## config.mk

```make
export PLATFORM = sky130hd
export DESIGN_NAME = mtrap_unit
export DESIGN_NICKNAME = d
export VERILOG_FILES = /design/src/rtl/mtrap_pkg.sv /design/src/rtl/mtrap_xfer_check.sv /design/src/rtl/mtrap_tval_sel.sv /design/src/rtl/mtrap_status.sv /design/src/rtl/mtrap_unit.sv
export SDC_FILE = /design/constraint.sdc
export NUM_CORES = 1
export LEC_CHECK = 0
export BUFFER_PORTS_ARGS = -buffer_cell sky130_fd_sc_hd__buf_2
export CORE_AREA = 2 2 181 183
export DETAILED_ROUTE_END_ITERATION = 8
export DIE_AREA = 0 0 183 185
export PLACE_DENSITY_LB_ADDON = 0.08
export SYNTH_ARGS = -nofsm -noshare
export SYNTH_HDL_FRONTEND = slang
export SYNTH_HIERARCHICAL = 1
export SYNTH_SLANG_ARGS = --single-unit
```

## constraint.sdc

```tcl
create_clock -name clk -period 5.3 [get_ports clk]
set_clock_uncertainty 0.2 [all_clocks]
set_input_delay 1.06 -clock clk [delete_from_list [all_inputs] [get_ports clk]]
set_output_delay 1.06 -clock clk [all_outputs]
set_load 0.02 [all_outputs]
```

## src/rtl/mtrap_pkg.sv

```systemverilog
package mtrap_pkg;

  localparam logic [2:0] OP_IDLE = 3'd0;
  localparam logic [2:0] OP_EXC  = 3'd1;
  localparam logic [2:0] OP_IRQ  = 3'd2;
  localparam logic [2:0] OP_JREL = 3'd3;
  localparam logic [2:0] OP_JREG = 3'd4;
  localparam logic [2:0] OP_MRET = 3'd5;
  localparam logic [2:0] OP_URET = 3'd6;
  localparam logic [2:0] OP_CSRW = 3'd7;

  localparam logic [1:0] PRIV_U = 2'b00;
  localparam logic [1:0] PRIV_M = 2'b11;

  localparam logic [1:0] SEL_MEPC   = 2'd0;
  localparam logic [1:0] SEL_UEPC   = 2'd1;
  localparam logic [1:0] SEL_STATUS = 2'd2;

  localparam int CAUSE_MISALIGN = 0;
  localparam int CAUSE_ILLEGAL  = 2;

  // status field write bundle
  typedef struct packed {
    logic [1:0] mpp;
    logic       mpie;
    logic       upie;
    logic       mie;
    logic       uie;
  } stat_wr_t;

  // trap value for an illegal instruction: 16-bit form is truncated
  function automatic logic [31:0] illegal_tval(input logic [31:0] insn);
    if (insn[1:0] == 2'b11) return insn;
    return {16'h0000, insn[15:0]};
  endfunction

  // previous-privilege field is legal only as user or machine
  function automatic logic [1:0] legal_mpp(input logic [1:0] v);
    return (v == PRIV_M) ? PRIV_M : PRIV_U;
  endfunction

endpackage

```

## src/rtl/mtrap_xfer_check.sv

```systemverilog
module mtrap_xfer_check #(
  parameter int XLEN        = 32,
  parameter int ALIGN_BYTES = 2
) (
  input  logic            is_reg_based,
  input  logic            taken,
  input  logic [XLEN-1:0] pc,
  input  logic [XLEN-1:0] base,
  input  logic [XLEN-1:0] offset,
  output logic [XLEN-1:0] target,
  output logic            misaligned
);
  localparam logic [XLEN-1:0] LOW_MASK = XLEN'(ALIGN_BYTES - 1);

  logic [XLEN-1:0] sum_reg;
  logic [XLEN-1:0] sum_pc;
  logic [XLEN-1:0] probe;

  always_comb begin
    sum_reg = base + offset;
    sum_pc  = pc + offset;
    target  = is_reg_based ? {sum_reg[XLEN-1:1], 1'b0} : sum_pc;
    probe   = is_reg_based ? target : offset;
    misaligned = taken && ((probe & LOW_MASK) != '0);
  end

endmodule

```

## src/rtl/mtrap_tval_sel.sv

```systemverilog
module mtrap_tval_sel
  import mtrap_pkg::*;
#(
  parameter int XLEN    = 32,
  parameter int CAUSE_W = 5
) (
  input  logic [CAUSE_W-1:0] cause,
  input  logic [XLEN-1:0]    pc,
  input  logic [31:0]        insn,
  input  logic [XLEN-1:0]    fault_q,
  output logic [XLEN-1:0]    tval
);
  always_comb begin
    if (cause == CAUSE_W'(CAUSE_MISALIGN))      tval = pc;
    else if (cause == CAUSE_W'(CAUSE_ILLEGAL))  tval = XLEN'(illegal_tval(insn));
    else                                        tval = fault_q;
  end

  always_comb begin
    if (cause == CAUSE_W'(CAUSE_ILLEGAL) && insn[1:0] != 2'b11)
      assert_short_tval_R5: assert (tval[XLEN-1:16] == '0);
  end

endmodule

```

## src/rtl/mtrap_status.sv

```systemverilog
module mtrap_status
  import mtrap_pkg::*;
#(
  parameter int XLEN = 32
) (
  input  logic            clk,
  input  logic            rst_n,
  input  logic            ev_trap,
  input  logic            ev_mret,
  input  logic            ev_uret,
  input  logic            ev_write,
  input  stat_wr_t        wr,
  output logic [1:0]      priv,
  output logic [XLEN-1:0] status
);
  logic [1:0] priv_q, mpp_q;
  logic       mie_q, mpie_q, uie_q, upie_q;

  always_ff @(posedge clk) begin
    if (!rst_n) begin
      priv_q <= PRIV_M;
      mpp_q  <= PRIV_M;
      mie_q  <= 1'b0;
      mpie_q <= 1'b0;
      uie_q  <= 1'b0;
      upie_q <= 1'b0;
    end else if (ev_trap) begin
      mpp_q  <= priv_q;
      mpie_q <= mie_q;
      mie_q  <= 1'b0;
      priv_q <= PRIV_M;
    end else if (ev_mret) begin
      priv_q <= mpp_q;
      mpp_q  <= PRIV_U;
      mie_q  <= mpie_q;
      mpie_q <= 1'b1;
    end else if (ev_uret) begin
      priv_q <= PRIV_U;
      uie_q  <= upie_q;
      upie_q <= 1'b1;
    end else if (ev_write) begin
      mpp_q  <= legal_mpp(wr.mpp);
      mpie_q <= wr.mpie;
      upie_q <= wr.upie;
      mie_q  <= wr.mie;
      uie_q  <= wr.uie;
    end
  end

  always_comb begin
    status     = '0;
    status[0]  = uie_q;
    status[3]  = mie_q;
    status[4]  = upie_q;
    status[7]  = mpie_q;
    status[12:11] = mpp_q;
    priv       = priv_q;
  end

  assert_trap_push_R2: assert property (@(posedge clk) disable iff (!rst_n)
    ev_trap |=> (priv_q == PRIV_M) && !mie_q && (mpp_q == $past(priv_q)) && (mpie_q == $past(mie_q)));

  assert_mret_pop_R9: assert property (@(posedge clk) disable iff (!rst_n)
    (ev_mret && !ev_trap) |=> (priv_q == $past(mpp_q)) && (mpp_q == PRIV_U) && mpie_q && (mie_q == $past(mpie_q)));

  assert_uret_pop_R10: assert property (@(posedge clk) disable iff (!rst_n)
    (ev_uret && !ev_trap && !ev_mret) |=> (priv_q == PRIV_U) && upie_q && (uie_q == $past(upie_q)));

endmodule

```

## src/rtl/mtrap_unit.sv

```systemverilog
module mtrap_unit
  import mtrap_pkg::*;
#(
  parameter int XLEN        = 32,
  parameter int ALIGN_BYTES = 2,
  parameter int CAUSE_W     = 5
) (
  input  logic               clk,
  input  logic               rst_n,
  input  logic [2:0]         op_i,
  input  logic [CAUSE_W-1:0] cause_i,
  input  logic [XLEN-1:0]    pc_i,
  input  logic [XLEN-1:0]    next_pc_i,
  input  logic [31:0]        insn_i,
  input  logic               fault_cap_i,
  input  logic [XLEN-1:0]    fault_data_i,
  input  logic               xfer_taken_i,
  input  logic               xfer_link_i,
  input  logic [XLEN-1:0]    xfer_base_i,
  input  logic [XLEN-1:0]    xfer_offset_i,
  input  logic [1:0]         csr_sel_i,
  input  logic [XLEN-1:0]    csr_wdata_i,
  input  logic [XLEN-1:0]    trap_base_i,
  output logic [1:0]         priv_o,
  output logic [XLEN-1:0]    mstatus_o,
  output logic [XLEN-1:0]    mepc_o,
  output logic [XLEN-1:0]    uepc_o,
  output logic [XLEN-1:0]    mtval_o,
  output logic [XLEN-1:0]    mcause_o,
  output logic               redirect_o,
  output logic [XLEN-1:0]    redirect_pc_o,
  output logic               link_we_o
);
  localparam logic [XLEN-1:0] LOW_MASK = XLEN'(ALIGN_BYTES - 1);
  localparam logic [XLEN-1:0] PC_MASK  = ~LOW_MASK;
  localparam int              PAD_W    = XLEN - 1 - CAUSE_W;

  // named internal events
  logic               is_xfer, xfer_bad, xret_bad;
  logic               take_exc, take_irq, ev_trap, do_mret, do_uret, do_csrw;
  logic [CAUSE_W-1:0] eff_cause;
  logic [XLEN-1:0]    xfer_target, sel_tval;
  logic               xfer_mis;
  stat_wr_t           stat_wr;

  logic [XLEN-1:0] mepc_q, uepc_q, mtval_q, mcause_q, fault_q, redir_pc_q;
  logic            redir_q, link_q;

  mtrap_xfer_check #(.XLEN(XLEN), .ALIGN_BYTES(ALIGN_BYTES)) u_xfer (
    .is_reg_based (op_i == OP_JREG),
    .taken        (xfer_taken_i),
    .pc           (pc_i),
    .base         (xfer_base_i),
    .offset       (xfer_offset_i),
    .target       (xfer_target),
    .misaligned   (xfer_mis)
  );

  always_comb begin
    is_xfer  = (op_i == OP_JREL) || (op_i == OP_JREG);
    xfer_bad = is_xfer && xfer_mis;
    xret_bad = (op_i == OP_MRET) && (priv_o == PRIV_U);
    take_exc = (op_i == OP_EXC) || xfer_bad || xret_bad;
    take_irq = (op_i == OP_IRQ);
    ev_trap  = take_exc || take_irq;
    do_mret  = (op_i == OP_MRET) && !xret_bad;
    do_uret  = (op_i == OP_URET);
    do_csrw  = (op_i == OP_CSRW);
    if (xfer_bad)      eff_cause = CAUSE_W'(CAUSE_MISALIGN);
    else if (xret_bad) eff_cause = CAUSE_W'(CAUSE_ILLEGAL);
    else               eff_cause = cause_i;
    stat_wr = '{mpp:  csr_wdata_i[12:11], mpie: csr_wdata_i[7],
                upie: csr_wdata_i[4],     mie:  csr_wdata_i[3],
                uie:  csr_wdata_i[0]};
  end

  mtrap_tval_sel #(.XLEN(XLEN), .CAUSE_W(CAUSE_W)) u_tval (
    .cause   (eff_cause),
    .pc      (pc_i),
    .insn    (insn_i),
    .fault_q (fault_q),
    .tval    (sel_tval)
  );

  mtrap_status #(.XLEN(XLEN)) u_status (
    .clk      (clk),
    .rst_n    (rst_n),
    .ev_trap  (ev_trap),
    .ev_mret  (do_mret),
    .ev_uret  (do_uret),
    .ev_write (do_csrw && (csr_sel_i == SEL_STATUS)),
    .wr       (stat_wr),
    .priv     (priv_o),
    .status   (mstatus_o)
  );

  always_ff @(posedge clk) begin
    if (!rst_n) begin
      mepc_q     <= '0;
      uepc_q     <= '0;
      mtval_q    <= '0;
      mcause_q   <= '0;
      fault_q    <= '0;
      redir_q    <= 1'b0;
      redir_pc_q <= '0;
      link_q     <= 1'b0;
    end else begin
      redir_q <= 1'b0;
      link_q  <= 1'b0;
      if (take_exc) fault_q <= '0;
      else if (fault_cap_i) fault_q <= fault_data_i;

      if (take_exc) begin
        mepc_q     <= pc_i & PC_MASK;
        mtval_q    <= sel_tval;
        mcause_q   <= {1'b0, {PAD_W{1'b0}}, eff_cause};
        redir_q    <= 1'b1;
        redir_pc_q <= trap_base_i;
      end else if (take_irq) begin
        mepc_q     <= next_pc_i & PC_MASK;
        mcause_q   <= {1'b1, {PAD_W{1'b0}}, cause_i};
        redir_q    <= 1'b1;
        redir_pc_q <= trap_base_i;
      end else if (do_mret) begin
        redir_q    <= 1'b1;
        redir_pc_q <= mepc_q;
      end else if (do_uret) begin
        redir_q    <= 1'b1;
        redir_pc_q <= uepc_q;
      end else if (is_xfer && xfer_taken_i) begin
        redir_q    <= 1'b1;
        redir_pc_q <= xfer_target;
        link_q     <= xfer_link_i;
      end else if (do_csrw) begin
        if (csr_sel_i == SEL_MEPC) mepc_q <= csr_wdata_i & PC_MASK;
        if (csr_sel_i == SEL_UEPC) uepc_q <= csr_wdata_i & PC_MASK;
      end
    end
  end

  assign mepc_o        = mepc_q;
  assign uepc_o        = uepc_q;
  assign mtval_o       = mtval_q;
  assign mcause_o      = mcause_q;
  assign redirect_o    = redir_q;
  assign redirect_pc_o = redir_pc_q;
  assign link_we_o     = link_q;

  assert_epc_aligned_R12: assert property (@(posedge clk) disable iff (!rst_n)
    ((mepc_o & LOW_MASK) == '0) && ((uepc_o & LOW_MASK) == '0));

  assert_trap_redirect_R2: assert property (@(posedge clk) disable iff (!rst_n)
    ev_trap |=> redirect_o && (redirect_pc_o == $past(trap_base_i)));

  assert_misalign_nolink_R7: assert property (@(posedge clk) disable iff (!rst_n)
    xfer_bad |=> !link_we_o && (mcause_o == '0));

  assert_xret_illegal_R11: assert property (@(posedge clk) disable iff (!rst_n)
    xret_bad |=> (mcause_o == XLEN'(CAUSE_ILLEGAL)) && (priv_o == PRIV_M));

  assert_irq_keeps_tval_R3: assert property (@(posedge clk) disable iff (!rst_n)
    take_irq |=> $stable(mtval_o) && mcause_o[XLEN-1]);

  assert_reg_xfer_even_R8: assert property (@(posedge clk) disable iff (!rst_n)
    ((op_i == OP_JREG) && xfer_taken_i) |=> redirect_o && !redirect_pc_o[0]);

endmodule

```

## Yosys cells after proc, flatten, opt, wreduce, memory -nomap -nowiden

Index checks and enable logic that the tools add are counted.

- Output and inout bits: 196
- Register bits: 174
- Logic and storage cells: 119

- Add/subtract/negate cells: 2
- Reduce and logical (&&, ||, !) cells: 30
- Bitwise operators: 7
- Muxes and demuxes: 48
- Equal/unequal tests: 17

Operator list:

| operator | count |
|---|---|
| two-way mux 32 bit | 17 |
| adder 32 bit | 2 |
| two-way mux 1 bit | 20 |
| two-way mux 5 bit | 4 |
| two-way mux 2 bit | 7 |
| equality test 3 bit, second input constant | 4 |
| inequality test 3 bit, second input constant | 4 |
| nonzero test 3 bit | 3 |
| nonzero test 2 bit | 4 |
| inverter 1 bit | 7 |
| AND reduction 7 bit | 1 |
| equality test 2 bit, second input constant | 3 |
| equality test 3 x 2 -> 1 bit, second input constant | 2 |
| logical AND 1 bit | 6 |
| OR reduction 6 bit | 1 |
| equality test 5 x 2 -> 1 bit, second input constant | 1 |
| logical NOT 5 bit | 1 |
| AND reduction 5 bit | 1 |
| nonzero test 5 bit | 1 |
| logical NOT 2 bit | 2 |
| logical OR 1 bit | 4 |
| AND reduction 2 bit | 2 |
| OR reduction 2 bit | 2 |
| equality test 3 x 1 -> 1 bit, second input constant | 1 |
| 4 further kinds | 4 |

## Logic depth before layout (Yosys ltp)

- Depth after elaboration: 12
- Gate-level depth with buffers: 18

## Modules after synthesis

The synthesis kept the hierarchy.

Modules (own cells, without submodules):

| module | area an instance (um^2) | instances | cells each |
|---|---|---|---|
| mtrap_unit | 7,642.3 | 1 | 807 |
| mtrap_xfer_check | 3,547.2 | 1 | 506 |
| mtrap_tval_sel | 848.3 | 1 | 126 |
| mtrap_status | 606.8 | 1 | 75 |

## Worst setup path after synthesis

Ideal clock, no wire load.

- Kind: in2reg
- Start: in xfer_offset_i[0]
- End: reg redir_pc_q[28] (netlist: redirect_pc_o[28])
- Data required time: 5,040 ps
- Stages: 14
- Buffers on the path: 0
- Path slack: 1,079 ps
- Data arrival time: 3,961 ps
- Cell sequence: ha_1 > fa_1 > a21o_1 > o2bb2ai_1 > a2bb2oi_2 > a211o_1 > a31oi_1 > a21oi_1 > nor2b_1 > mux2_1 > a311oi_1 > mux2i_1 > a2111oi_0 > a221o_1

- Elaborated cells on any way between the ends: 14
- Classes of those cells: add/sub (2); mux (7); reduce/logical (5)

RTL lines:

| element | line | source |
|---|---|---|
| start, declared | mtrap_unit.sv:20 | `input logic [XLEN-1:0] xfer_offset_i,` |
| adder 32 bit (on tied branches) | mtrap_xfer_check.sv:21, mtrap_xfer_check.sv:20 |  |
| two-way mux 32 bit * | mtrap_xfer_check.sv:22 | `target = is_reg_based ? {sum_reg[XLEN-1:1], 1'b0} : sum_pc;` |
| via xfer_target[28] | mtrap_unit.sv:42 | `logic [XLEN-1:0] xfer_target, sel_tval;` |
| two-way mux 32 bit * | mtrap_unit.sv:130 | `end else if (is_xfer && xfer_taken_i) begin` |
| two-way mux 32 bit * | mtrap_unit.sv:127 | `end else if (do_uret) begin` |
| two-way mux 32 bit * | mtrap_unit.sv:124 | `end else if (do_mret) begin` |
| two-way mux 32 bit * | mtrap_unit.sv:119 | `end else if (take_irq) begin` |
| two-way mux 32 bit * | mtrap_unit.sv:113 | `if (take_exc) begin` |
| end signal, assigned | mtrap_unit.sv:118 | `redir_pc_q <= trap_base_i;` |
| end signal, assigned | mtrap_unit.sv:126 | `redir_pc_q <= mepc_q;` |
| end signal, assigned | mtrap_unit.sv:129 | `redir_pc_q <= uepc_q;` |
| end, declared | mtrap_unit.sv:46 | `logic [XLEN-1:0] mepc_q, uepc_q, mtval_q, mcause_q, fault_q, redir_pc_q;` |

The timed path passes the listed nets; every way through them passes the cells marked *. The select of a mux whose other input is x is not followed.
A chain may end at the register's enable or synchronous reset.

## Final worst setup path

- Start: in xfer_offset_i[0]
- End: reg redir_pc_q[30] (netlist: redirect_pc_o[30])

The elaborated chain is that of the path after synthesis.

==> impl_metrics.toml <==
[run_status]
status = "finished, final reports clean"

[logic_synthesis]
synth_adder_area_share_pct = 6.353
synth.lib_cells_used.distinct = 88
synth-warning-count = 6
synth_enable_flop_cells = 0
yosys.area_share.simple_pct = 15.56
synth_seq_cells = 174
synth_compound_gate_area_share_pct = 26.49
synth_cells = 1514
postSynth.asyncResetShare_pct = 0
main_combinational_cell_family_by_area_after_synthesis = "compound AO/OA/AOI/OAI gates"
netlist_area_um2 = 12640
muxShareOfSynthArea_pct = 12.21
synth-main-ff-cell = "dfxtp_1"
synth_xor_area_share_pct = 3.671
sequential_cell_area_fraction_in_the_yosys_report_pct = 27.55
post_synth.cell_area_avg_um2 = 8.352

[sta]
final.setup.worst_slack_ns = 0.5299
final-hold-violation-count = 0
timing_max_transition_violations_final = 0
setup-tns-final_ns = 0
tightest_slew_ns = 1.111
max-slew-margin-rel_pct = 25.74
timing.final.setup_violations = 0
clock.fmax_ghz = 0.2096
finalWorstPathRequiredPeriod_ns = 4.770
grt_setup_unrepaired = "no"
post-route-period-util_pct = 90.00

[floorplanning]
initial_utilization_pct = 39.46
num_io_pins = 467
die_width_um = 183
die_y_um = 185
dieArea_um2 = 33860
core.rowCount = 66
core_region_area_um2 = 32040

[worst_setup_path]
reg2reg_to = "redirect_pc_o[18]$_SDFFE_PN0P_"
timing.critical_path.cells = "buf_2 -> and2_1 -> fa_1 -> a21oi_1 -> o22ai_1 -> o2111ai_1 -> buf_4 -> a31oi_1 -> a211oi_1 -> o21ai_1 -> a211oi_1 -> xor2_1 -> mux2i_1 -> mux2i_1 -> a2111oi_0 -> buf_4 -> a221o_1"
setup.reg_to_reg.worst_slack_ns = 2.49
worst_path_largest_cell_delay_ns = 0.69
worstPathRequired_ns = 5.50
critical_path.startpoint = "xfer_offset_i[0]"
worst_setup_path_endpoint = "redirect_pc_o[30]$_SDFFE_PN0P_"
worstPathArrival_ns = 4.97
critical-path-slowest-cell = "a2111oi_0"
crit_end_element = "register"
crit_type = "in -> reg"
max_fo_critical_path = 4
regToRegStartpoint = "u_status/priv[1]$_SDFFE_PP1P_"
r2r.worst_path.cells = 7
critPathLaunchType = "input pin"

[routing]
dr.first_iter.drc_count = 805
detailedRoute.firstPassIterationCount = 5
antenna_violating_nets_post_route = 0
drc = 0
vias = 12631
drt_wl_total_um = 49600
detail_route.vias_per_cell = 5.485
route.detailed.wl_per_inst_um = 21.54

[power_and_ir_drop]
comb_power_share_pct = 31.4
switching_power_mw = 1.426
p_int_mw = 2.641
leakage_nw = 7.368
ir_drop_mv = 0.2279
p_clk_share_pct = 33.1
power.density_nw_per_um2 = 263.3
p_seq_share_pct = 35.5
p_sw_share_pct = 35.06
totalPowerFinal_mw = 4.066

[grt]
grt_pass1_vias = 11810
grt_start_max_net_pins = 65
grt_antenna_before_repair = 5
wire_length_of_the_first_global_routing_pass_um = 71490
global_route.usage.total_pct = 28.18
gr_overflow_total = 0

[clock_network]
clk_transition_reported_paths_ns = 0.07
htreeDepth = 4
postCtsSetupBuffers = 0
cts-root-to-sink-buffers = 2
post_cts.resized_instances = 0
tritoncts_clock_tree = "done"
clock-sinks = 174
worst_skew_pair.late_latency_ns = 0.45
cts_made_buffers = 17
cts-root-buf = "clkbuf_16"
hold_bufs_inserted_after_cts = 0

[finish]
flow.area_growth_from_synthesis_pct = 22.15
final_net_count = 2211
utilization_pct = 48.20
num-fill-cells = 3215
design_area_um2 = 15440
drive_gt1_share_pct = 30.37

[place]
place_hpwl_um = 38190
numPortBuffers = 411
dp_slack_ns = 0.1224
globalplace.congestion = 0.9154
dpl-instance-area_um2 = 14820

[run]
drv_cap = 0

[hold_path]
hp-class = "reg -> reg"
[worst max-delay path: cells and delay by family]
family | cells | cell delay [ns]
multiplexers | 2 | 0.27
AO/OA/AOI/OAI | 9 | 2.37
adder cells (fa/ha/maj) | 1 | 0.39
AND/OR/NAND/NOR | 1 | 0.18
buffers and inverters | 3 | 0.55
XOR/XNOR | 1 | 0.15
[worst min path at each step]
stage | from | endpoint | slack, ns | cells past startpoint
after floorplan | fault_q[0]$_SDFFE_PP0P_ | fault_q[0]$_SDFFE_PP0P_ | 0.26 | 2
after global placement | mcause_o[31]$_SDFFE_PP0P_ | mcause_o[31]$_SDFFE_PP0P_ | 0.25 | 2
after detailed placement | mtval_o[21]$_SDFFE_PN0P_ | mtval_o[21]$_SDFFE_PN0P_ | 0.25 | 2
after CTS | mtval_o[21]$_SDFFE_PN0P_ | mtval_o[21]$_SDFFE_PN0P_ | 0.26 | 2
after global routing | mcause_o[4]$_SDFFE_PN0P_ | mcause_o[4]$_SDFFE_PN0P_ | 0.28 | 2
final | mtval_o[20]$_SDFFE_PN0P_ | mtval_o[20]$_SDFFE_PN0P_ | 0.26 | 2
[flip-flops by register name, summed over array words and instances, names as in the netlist, 2 cells and up]
| register | count |
|---|---|
| mepc_o | 31 |
| redirect_pc_o | 32 |
| fault_q | 32 |
| mcause_o | 6 |
| u_status/mpp_q | 2 |
| uepc_o | 31 |
| mtval_o | 32 |
| u_status/priv | 2 |
[metrics by stage]
step           std cells  hold slack (ns)
3_5_place_dp        2266           0.2547
3_3_place_gp        2266           0.2474
2_1_floorplan       1566           0.2611
6_report            2303           0.2605
5_1_grt             2300           0.2786
4_1_cts             2298           0.2626
[layout make-up]
cell class / instances / area (um2) / area share [%]
clock inverter: 10 / 125.1 / 0.8101
clock buffer: 22 / 484.2 / 3.135
sequential: 174 / 3483 / 22.55
multi-input combinational: 1214 / 8402 / 54.40
inverter: 26 / 97.59 / 0.6319
tap: 408 / 510.5 / 3.305
timing repair buffer: 444 / 2330 / 15.08
antenna: 5 / 12.51 / 0.08101
[cell usage in the layout, fill, tap and decap left out, drive strengths merged, types with 7 or more instances in the layout]
cell type,instances
dfxtp,174
inv,29
mux2i,116
a211oi,11
xor2,26
mux2,34
o21a,9
nand3,12
buf,444
nor3,7
and2,10
o21ai,45
nand2,196
a31oi,7
a221o,32
o2bb2ai,38
conb,54
a21o,32
and3,17
nor2,140
a311oi,7
a21boi,65
ha,61
nand2b,11
a2111oi,35
nor2b,30
a21oi,120
xnor2,27
clkbuf,22
[cells in the mapped netlist, types with 6 or more instances]
cell,n,share of area [%]
o21ai_0,28,1.1
clkbuf_1,53,1.6
a31oi_1,7,0.35
nand2_1,196,5.8
a211oi_1,10,0.59
a2111oi_0,33,2.3
o21ai_1,17,0.67
a21oi_1,91,3.6
nand2b_1,11,0.54
nor2_1,139,4.1
and3_1,17,0.84
a21o_1,31,1.8
ha_1,61,6.0
mux2_2,33,2.9
a221o_1,32,2.5
buf_4,60,3.6
nand3_1,10,0.40
xnor2_1,27,1.9
dfxtp_1,174,28
nor3_1,6,0.24
buf_6,14,1.2
and2_1,9,0.45
buf_2,21,0.83
a21oi_2,29,2.0
inv_1,24,0.71
o21a_1,9,0.53
a21boi_0,65,3.9
xor2_1,26,1.8
o2bb2ai_1,38,2.6
nor2b_1,29,1.4
mux2i_1,116,9.2
[kinds of logic (layout without fill, tap and decap cells)]
logic type | Yosys count | in the layout
AOI/OAI and AO/OA | 450 | 450
and+or+nand+nor | 444 | 444
adders and majority gates | 63 | 63
xor gates and xnor gates | 53 | 53
other | 2 | 59
DFF | 174 | 174
buffers and inverters | 178 | 502
muxes | 150 | 150
[power by group through the flow]
| stage | combinational [mW] | sequential [mW] | clock (mW) |
|---|---|---|---|
| after floorplan | 0.776 | 1.55 | 0 |
| after CTS | 1.27 | 1.44 | 1.36 |
| final | 1.28 | 1.44 | 1.35 |
| after detailed placement | 1.26 | 1.47 | 0 |
| after global placement | 1.26 | 1.47 | 0 |
| after global routing | 1.38 | 1.45 | 1.41 |
[layer usage]
metal  vias up  part of all wire (%)  track usage, %
li1       6094                     -               -
met3        70                   6.5           4.896
met2       525                    45           44.44
met1      5940                    46           38.85
met4         2                   2.5           9.568
met5         -                 0.036               0
No activity file was read; power rests on OpenSTA's default activity.
